### src/rtl/hw_widen_pkg.sv
package hw_widen_pkg;
  localparam int unsigned HALF_EXP_W  = 5;
  localparam int unsigned HALF_FRAC_W = 10;
  localparam int unsigned SGL_EXP_W   = 8;
  localparam int unsigned SGL_FRAC_W  = 23;

  typedef enum logic [2:0] {
    CLS_ZERO,
    CLS_SUBNORM,
    CLS_NORMAL,
    CLS_INF,
    CLS_NAN
  } halfClass_t;

  typedef struct packed {
    logic capture;
    logic altSel;
  } ctrlStrobes_t;
endpackage

### src/rtl/hw_lead_zero.sv
module hw_lead_zero #(
  parameter int unsigned W    = 10,
  parameter int unsigned CNT_W = $clog2(W + 1)
) (
  input  logic [W-1:0]     vec,
  output logic [CNT_W-1:0] zeroCount
);
  always_comb begin
    logic seenOne;
    seenOne   = 1'b0;
    zeroCount = '0;
    for (int i = W - 1; i >= 0; i--) begin
      if (!seenOne) begin
        if (vec[i]) seenOne = 1'b1;
        else        zeroCount = zeroCount + CNT_W'(1);
      end
    end
  end
endmodule

### src/rtl/hw_widen_control.sv
module hw_widen_control
  import hw_widen_pkg::*;
(
  input  logic         clk,
  input  logic         rstN,
  input  logic         inValid,
  input  logic         altMode,
  output ctrlStrobes_t strobes,
  output logic         outValid
);
  always_comb begin
    strobes.capture = inValid;
    strobes.altSel  = altMode;
  end

  always_ff @(posedge clk or negedge rstN) begin
    if (!rstN) outValid <= 1'b0;
    else       outValid <= inValid;
  end
endmodule

### src/rtl/hw_widen_datapath.sv
module hw_widen_datapath
  import hw_widen_pkg::*;
#(
  parameter int unsigned H_EXP_W  = HALF_EXP_W,
  parameter int unsigned H_FRAC_W = HALF_FRAC_W,
  parameter int unsigned S_EXP_W  = SGL_EXP_W,
  parameter int unsigned S_FRAC_W = SGL_FRAC_W,
  localparam int unsigned H_W     = 1 + H_EXP_W + H_FRAC_W,
  localparam int unsigned S_W     = 1 + S_EXP_W + S_FRAC_W
) (
  input  logic           clk,
  input  logic           rstN,
  input  ctrlStrobes_t   strobes,
  input  logic [H_W-1:0] halfIn,
  output logic [S_W-1:0] singleOut,
  output logic           invalidFlag
);
  localparam int unsigned LZ_W       = $clog2(H_FRAC_W + 1);
  localparam int unsigned FRAC_SHIFT = S_FRAC_W - H_FRAC_W;
  localparam int unsigned QUIET_BIT  = H_FRAC_W - 1;
  localparam int unsigned EXP_OFFSET = (1 << (S_EXP_W - 1)) - (1 << (H_EXP_W - 1));

  logic                halfSign;
  logic [H_EXP_W-1:0]  halfExp;
  logic [H_FRAC_W-1:0] halfFrac;
  logic                expTop, expZero, fracZero;
  halfClass_t          opClass;
  logic [LZ_W-1:0]     lzCount;
  logic [LZ_W-1:0]     shiftAmt;
  logic [H_FRAC_W-1:0] subFrac;
  logic [H_FRAC_W-1:0] quietFrac;
  logic [S_EXP_W-1:0]  resExp;
  logic [H_FRAC_W-1:0] resFrac;
  logic                resInvalid;

  assign halfSign = halfIn[H_W-1];
  assign halfExp  = halfIn[H_FRAC_W +: H_EXP_W];
  assign halfFrac = halfIn[H_FRAC_W-1:0];
  assign expTop   = &halfExp;
  assign expZero  = ~|halfExp;
  assign fracZero = ~|halfFrac;

  always_comb begin
    if (expTop && !strobes.altSel) opClass = fracZero ? CLS_INF : CLS_NAN;
    else if (expZero)              opClass = fracZero ? CLS_ZERO : CLS_SUBNORM;
    else                           opClass = CLS_NORMAL;
  end

  hw_lead_zero #(.W(H_FRAC_W), .CNT_W(LZ_W)) lzcInst (
    .vec      (halfFrac),
    .zeroCount(lzCount)
  );

  assign shiftAmt = lzCount + LZ_W'(1);
  assign subFrac  = halfFrac << shiftAmt;

  always_comb begin
    quietFrac            = halfFrac;
    quietFrac[QUIET_BIT] = 1'b1;
  end

  always_comb begin
    resExp     = '0;
    resFrac    = '0;
    resInvalid = 1'b0;
    unique case (opClass)
      CLS_ZERO: begin
        resExp  = '0;
        resFrac = '0;
      end
      CLS_SUBNORM: begin
        resExp  = S_EXP_W'(EXP_OFFSET) - S_EXP_W'(lzCount);
        resFrac = subFrac;
      end
      CLS_NORMAL: begin
        resExp  = S_EXP_W'(halfExp) + S_EXP_W'(EXP_OFFSET);
        resFrac = halfFrac;
      end
      CLS_INF: begin
        resExp  = '1;
        resFrac = '0;
      end
      CLS_NAN: begin
        resExp     = '1;
        resFrac    = quietFrac;
        resInvalid = ~halfFrac[QUIET_BIT];
      end
      default: begin
        resExp  = '0;
        resFrac = '0;
      end
    endcase
  end

  always_ff @(posedge clk or negedge rstN) begin
    if (!rstN) begin
      singleOut   <= '0;
      invalidFlag <= 1'b0;
    end else if (strobes.capture) begin
      singleOut   <= {halfSign, resExp, resFrac, {FRAC_SHIFT{1'b0}}};
      invalidFlag <= resInvalid;
    end
  end
endmodule

### src/rtl/half_widen_unit.sv
module half_widen_unit
  import hw_widen_pkg::*;
(
  input  logic        clk,
  input  logic        rstN,
  input  logic        inValid,
  input  logic        altMode,
  input  logic [15:0] halfIn,
  output logic        outValid,
  output logic [31:0] singleOut,
  output logic        invalidFlag
);
  ctrlStrobes_t strobes;

  hw_widen_control ctrlInst (
    .clk     (clk),
    .rstN    (rstN),
    .inValid (inValid),
    .altMode (altMode),
    .strobes (strobes),
    .outValid(outValid)
  );

  hw_widen_datapath dpInst (
    .clk        (clk),
    .rstN       (rstN),
    .strobes    (strobes),
    .halfIn     (halfIn),
    .singleOut  (singleOut),
    .invalidFlag(invalidFlag)
  );
endmodule

### config.mk
export PLATFORM = sky130hd
export DESIGN_NAME = half_widen_unit
export DESIGN_NICKNAME = d
export VERILOG_FILES = /design/src/rtl/hw_widen_pkg.sv /design/src/rtl/hw_lead_zero.sv /design/src/rtl/hw_widen_control.sv /design/src/rtl/hw_widen_datapath.sv /design/src/rtl/half_widen_unit.sv
export SDC_FILE = /design/constraint.sdc
export NUM_CORES = 1
export LEC_CHECK = 0
export BUFFER_PORTS_ARGS = -buffer_cell sky130_fd_sc_hd__clkbuf_2
export CORE_MARGIN = 2
export CORE_UTILIZATION = 55
export CTS_BUF_LIST = sky130_fd_sc_hd__clkbuf_8
export DETAILED_ROUTE_END_ITERATION = 8
export GPL_TIMING_DRIVEN = 0
export PLACE_DENSITY = 0.82
export SYNTH_ARGS = -nofsm -noshare
export SYNTH_HDL_FRONTEND = slang
export SYNTH_SLANG_ARGS = --single-unit
### constraint.sdc
create_clock -name clk -period 0.8 [get_ports clk]
set_input_delay 0.04 -clock clk [delete_from_list [all_inputs] [get_ports clk]]
set_output_delay 0.04 -clock clk [all_outputs]
set_load 0.03 [all_outputs]
==> metrics.md, run 1 <==
| Metric | Value |
|---|---|
| Syn Inst Count | about 270 |
| #FFs+latches synth | 20 |
| Synth area leader | dfrtp_1 |
| Port Buffers | 37 |
| Top post-synthesis cells by area | dfrtp_1 (24%), ha_1 (6.5%), nor2_1 (6.2%), mux2i_1 (5.2%), a21oi_1 (4.9%) |
| EDFF count, synth | 0 |
| Most numerous cell in the Yosys netlist | nor2_1 |
| Async S/R FF share, synth | 100.0% |
| Sequential area share after synthesis | 23.54% |
| Status | stopped before the end |
| Root Driver | clkbuf_8 |
| Netlist cell types | 57 |
| GP Congestion | 0.8768 |
| H-tree lvl count | 1 |
| Post-synth top flop | dfrtp_1 |
| Cell Area, Synth | 2126 sq um |
| Num rows | 22 |
| Hpwl dp | 4133 um |
| Die Wd | 66.17 um |
| Most frequent cells after synthesis | nor2_1 (35), a21oi_1 (21), dfrtp_1 (20), nand2_1 (17), o21ai_0 (16) |
| Worst ep type | register data pin |
| Syn Area/Cell | 7.903 sq um |
| Err | [ERROR DPL-0038] Utilization greater than 100%, impossible to legalize |
| Synth warn | 0 |
| Die height | 66.17 um |
| Last worst endpoint in the global-route repair_timing | dpInst.singleOut[21]$_DFFE_PN0P_/D |
| I/O pins | 54 |
| Clock tree sinks | 20 |
| Longest Clk Path Bufs | 2 |
| Largest net degree at the start of global routing | 21 |
| Yosys top cell area share | a little under a quarter |
| Last stage | global routing (5_1_grt) |
| Starting Density | 57.63% |
| CTS Buf Count | 3 |
| Place WS | -5.653 ns |
## kinds of logic after synthesis
| kind of cell | after synthesis | synth area share (%) |
|---|---|---|
| AO/OA/AOI/OAI | 75 | 22.78 |
| XOR/XNOR | 10 | 5.533 |
| adder cells (fa/ha/maj) | 11 | 6.474 |
| buffers and inverters | 43 | 10.77 |
| flip-flops | 20 | 23.54 |
| multiplexers | 17 | 8.358 |
| other | 1 | 0.1764 |
| AND/OR/NAND/NOR | 92 | 22.37 |
## what timing repair did
item                                    4_1_cts
hold buffers                                  2
gates resized for setup                      86
setup buffers                                32
endpoints found under the hold margin        21
endpoints found under the setup margin       38
pin swaps                                    45
## per-stage QoR
stage / TNS (ns) / std cells / cell area, sq um / util [%] / hold slack [ns]
floorplan: -66.17 / 281 / 2310 / - / -0.2556
global placement: -74.20 / 366 / 2555 / 69.27 / 0.01490
CTS: -71.80 / 404 / 3288 / 89.15 / 0.009934
detailed placement: -76.34 / 366 / 2555 / 69.27 / 0.02206
==> run 2: changes to the inputs <==
Settings changed: CORE_UTILIZATION 55 to 40, CTS_BUF_LIST sky130_fd_sc_hd__clkbuf_8 to not set, PLACE_DENSITY 0.82 to not set, PLACE_DENSITY_LB_ADDON set to 0.15.
==> run 2 against run 1 <==
  * The flow now finishes, with violations (negative setup slack)
  * Area after synthesis stayed put
  * Synthesized cell count stayed put
==> metrics.md, run 2 <==
| Metric | Value |
|---|---|
| Status | finished, violations left |
| Failing checks | negative setup slack |
| Most frequent CP cell | ha_4 |
| Final min period | about 6.0 ns |
| Share of the core filled with cells | 71.44% |
| Num rows | 26 |
| Largest register FFs | 18 |
| Clock tree sinks | 20 |
| Crit share post-route | 744.5% |
| Slowest cell on crit path | ha_4 |
| Cell Area, Synth | 2126 sq um |
| CTS Buf Count | 3 |
| Syn Area/Cell | just under 8 sq um |
| Setup slack after layout | -5.156 ns |
| Starting DRT DRC Count | 140 |
| Fin Setup TNS | -72.86 ns |
| Vias in the first global route | ~2300 |
| Port Buffers | 37 |
| EDFF count, synth | 0 |
| Crit. End Element | register |
| ANT nets after route | 0 |
| Slew headroom | 24.44% |
| GP Congestion | 0.8615 |
| Worst Max-Slew Pin Slew | around 1.1 ns |
| Max-slew violation count | 0 |
| Synth warn | 0 |
| Most numerous cell in the Yosys netlist | nor2_1 |
| Sequential area share after synthesis | roughly a quarter |
| Top reg by flops | dpInst.singleOut |
| Syn Inst Count | 269 |
| Routed WL | ~7300 um |
| WP buf/inv | 6 |
| Starting Density | 41.62% |
| Post-synth top flop | dfrtp_1 |
| Maximum vdd ir drop | approximately 1300 uV |
| Hpwl dp | 4425 um |
| Final hold violations | 0 |
| Total of max-cap violations | 0 |
| Layout Skew | 0 ns |
| Leakage | 1.640 nW |
| Share of layout cells above drive strength 1 | 47.48% |
| Placed cell area | approximately 2600 sq um |
| Die Wd | 76.90 um |
| Cell family with most CP delay | adder cells |
| Total design power | 4.166 mW |
| Final #Nets | approximately 410 |
| #FFs+latches synth | 20 |
| Async S/R FF share, synth | between 90% and 100% |
| Worst Setup Start Kind | input port |
| Worst-Skew Late Latency | 0.26 ns |
| Detailed-route DRC error count | 0 |
| Routed via count | 2441 |
| Fin area | approximately 3600 sq um |
| GRT Total Usage | 22.81% |
| Router iterations before antenna repair | 4 |
| Initial antenna violation count | 0 |
| Most frequent cells in the layout | buf_4 (48), nor2_1 (29), buf_8 (22), buf_6 (21), a21oi_1 (19) |
| Largest net degree at the start of global routing | 21 |
| RSZ-0062 raised after global routing | true |
| Area grow syn2layout | 71.63% |
| DIE AREA | slightly below 6000 sq um |
| TritonCTS clock tree | built |
| Worst hold slack | 0.02012 ns |
| Data required, critical path | 0.93 ns |
| P per Cell Area | 1142 nW/um^2 |
| Netlist cell types | 57 |
| Worst hold path type | in2reg |
| Synth area leader | dfrtp_1 |
| First-pass GRT wire length | between 10000 and 15000 um |
| Routed length per instance | approximately 16 um |
| Commonest non-fill, non-tap cell in the layout | buf_4 |
| WHS Path Cells | 2 |
| Top post-synthesis cells by area | dfrtp_1 (24%), ha_1 (6.5%), nor2_1 (6.2%), mux2i_1 (5.2%), a21oi_1 (4.9%) |
| Largest registers | dpInst.singleOut x18, ctrlInst.outValid x1, dpInst.invalidFlag x1 |
| Worst-path clk slew | 0.07 ns |
| Peak fanout along the critical path | 6 |
| Fmax | ~0.17 GHz |
| GRT Residual Overflow | 0 |
| Longest Clk Path Bufs | 2 |
| Most frequent cells after synthesis | nor2_1 (35), a21oi_1 (21), dfrtp_1 (20), nand2_1 (17), o21ai_0 (16) |
| H-tree lvl count | 1 |
| Levels on crit path | 36 |
| Yosys top cell area share | 23.54% |
| Endpoints failing setup | 39 |
| I/O pins | 54 |
| Max stage delay on crit path | about 0.34 ns |
| Crit Path Category | in2reg |
| # diodes | 0 |
| CP arrival | a little over 6 ns |
| Root Driver | clkbuf_8 |
| Die height | about 77 um |
| Worst r2r path cells | 3 |
| DR vias/cell | 5.461 |
| Core Footprint | roughly 5000 sq um |
-- run 2: cell counts after synthesis --
No cell type changed its count.
-- run 2: through the flow --
stage	setup WS [ns]	instances
floorplan	-4.931	281
global placement	-5.584	388
detailed placement	-5.675	388
CTS	-5.018	428
global route	-5.465	447
finish	-5.156	447
-- run 2: power by group --
group          internal [mW]  switching (mW)
clock network          0.438           0.332
logic                   1.08            1.12
registers               1.10          0.0896
total                   2.62            1.54
-- run 2: worst reg2reg max path, stage by stage (launching register included) --
cell and delay [ns]:
dfrtp_1 0.41, buf_4 0.14, nor2_1 0.09, a31oi_1 0.06
-- run 2: logic make-up (layout without fill, tap and decap cells) --
kind of cell    count (synthesis)  in the layout  synth area share [%]
flops                          20             20                 23.54
buf+inv                        43            139                 10.77
mux                            17             17                 8.358
xor+xnor                       10             10                 5.533
compound gates                 75             75                 22.78
fa+ha+maj                      11             11                 6.474
other cells                     1             13                0.1764
simple gates                   92             92                 22.37
-- run 2: metal layers --
metal  vias to the layer above  wire length [um]  track usage, %
met5                         -                 0               0
met3                        12               277           3.529
met1                      1195              3213           30.03
met4                         0                94           4.182
li1                       1163                 -               -
met2                        71              3754           39.74
-- run 2: path summary, 6_finish.rpt --
kind | start | to | slack, ns
min in group asynchronous | rstN | dpInst.singleOut[20]$_DFFE_PN0P_ | 0.29
worst max-delay path | halfIn[9] | dpInst.singleOut[20]$_DFFE_PN0P_ | -5.16
max in group asynchronous | rstN | dpInst.singleOut[30]$_DFFE_PN0P_ | 0.14
worst max register to register | dpInst.singleOut[21]$_DFFE_PN0P_ | dpInst.singleOut[21]$_DFFE_PN0P_ | -0.04
worst min register to register | dpInst.singleOut[30]$_DFFE_PN0P_ | dpInst.singleOut[30]$_DFFE_PN0P_ | 0.55
worst min-delay path | halfIn[15] | dpInst.singleOut[31]$_DFFE_PN0P_ | 0.02
-- run 2: repair_timing --
item                                    4_1_cts  5_1_grt
gates resized for setup                      92       60
hold endpoints to repair                     21        0
pin swaps                                    30       48
endpoints found under the setup margin       38       39
hold buffers                                  2        0
setup buffers                                34       25
-- run 2: layout make-up --
class | instances | area, sq um
plain buffers | 26 | 200.2
clock buffers | 4 | 55.05
inverters | 16 | 75.07
flip-flops and latches | 20 | 503.0
well taps | 70 | 87.58
multi-input cells | 218 | 1826
fillers | 371 | 1459
repair buffers | 93 | 902.1
(Power assumes the default switching activity.)
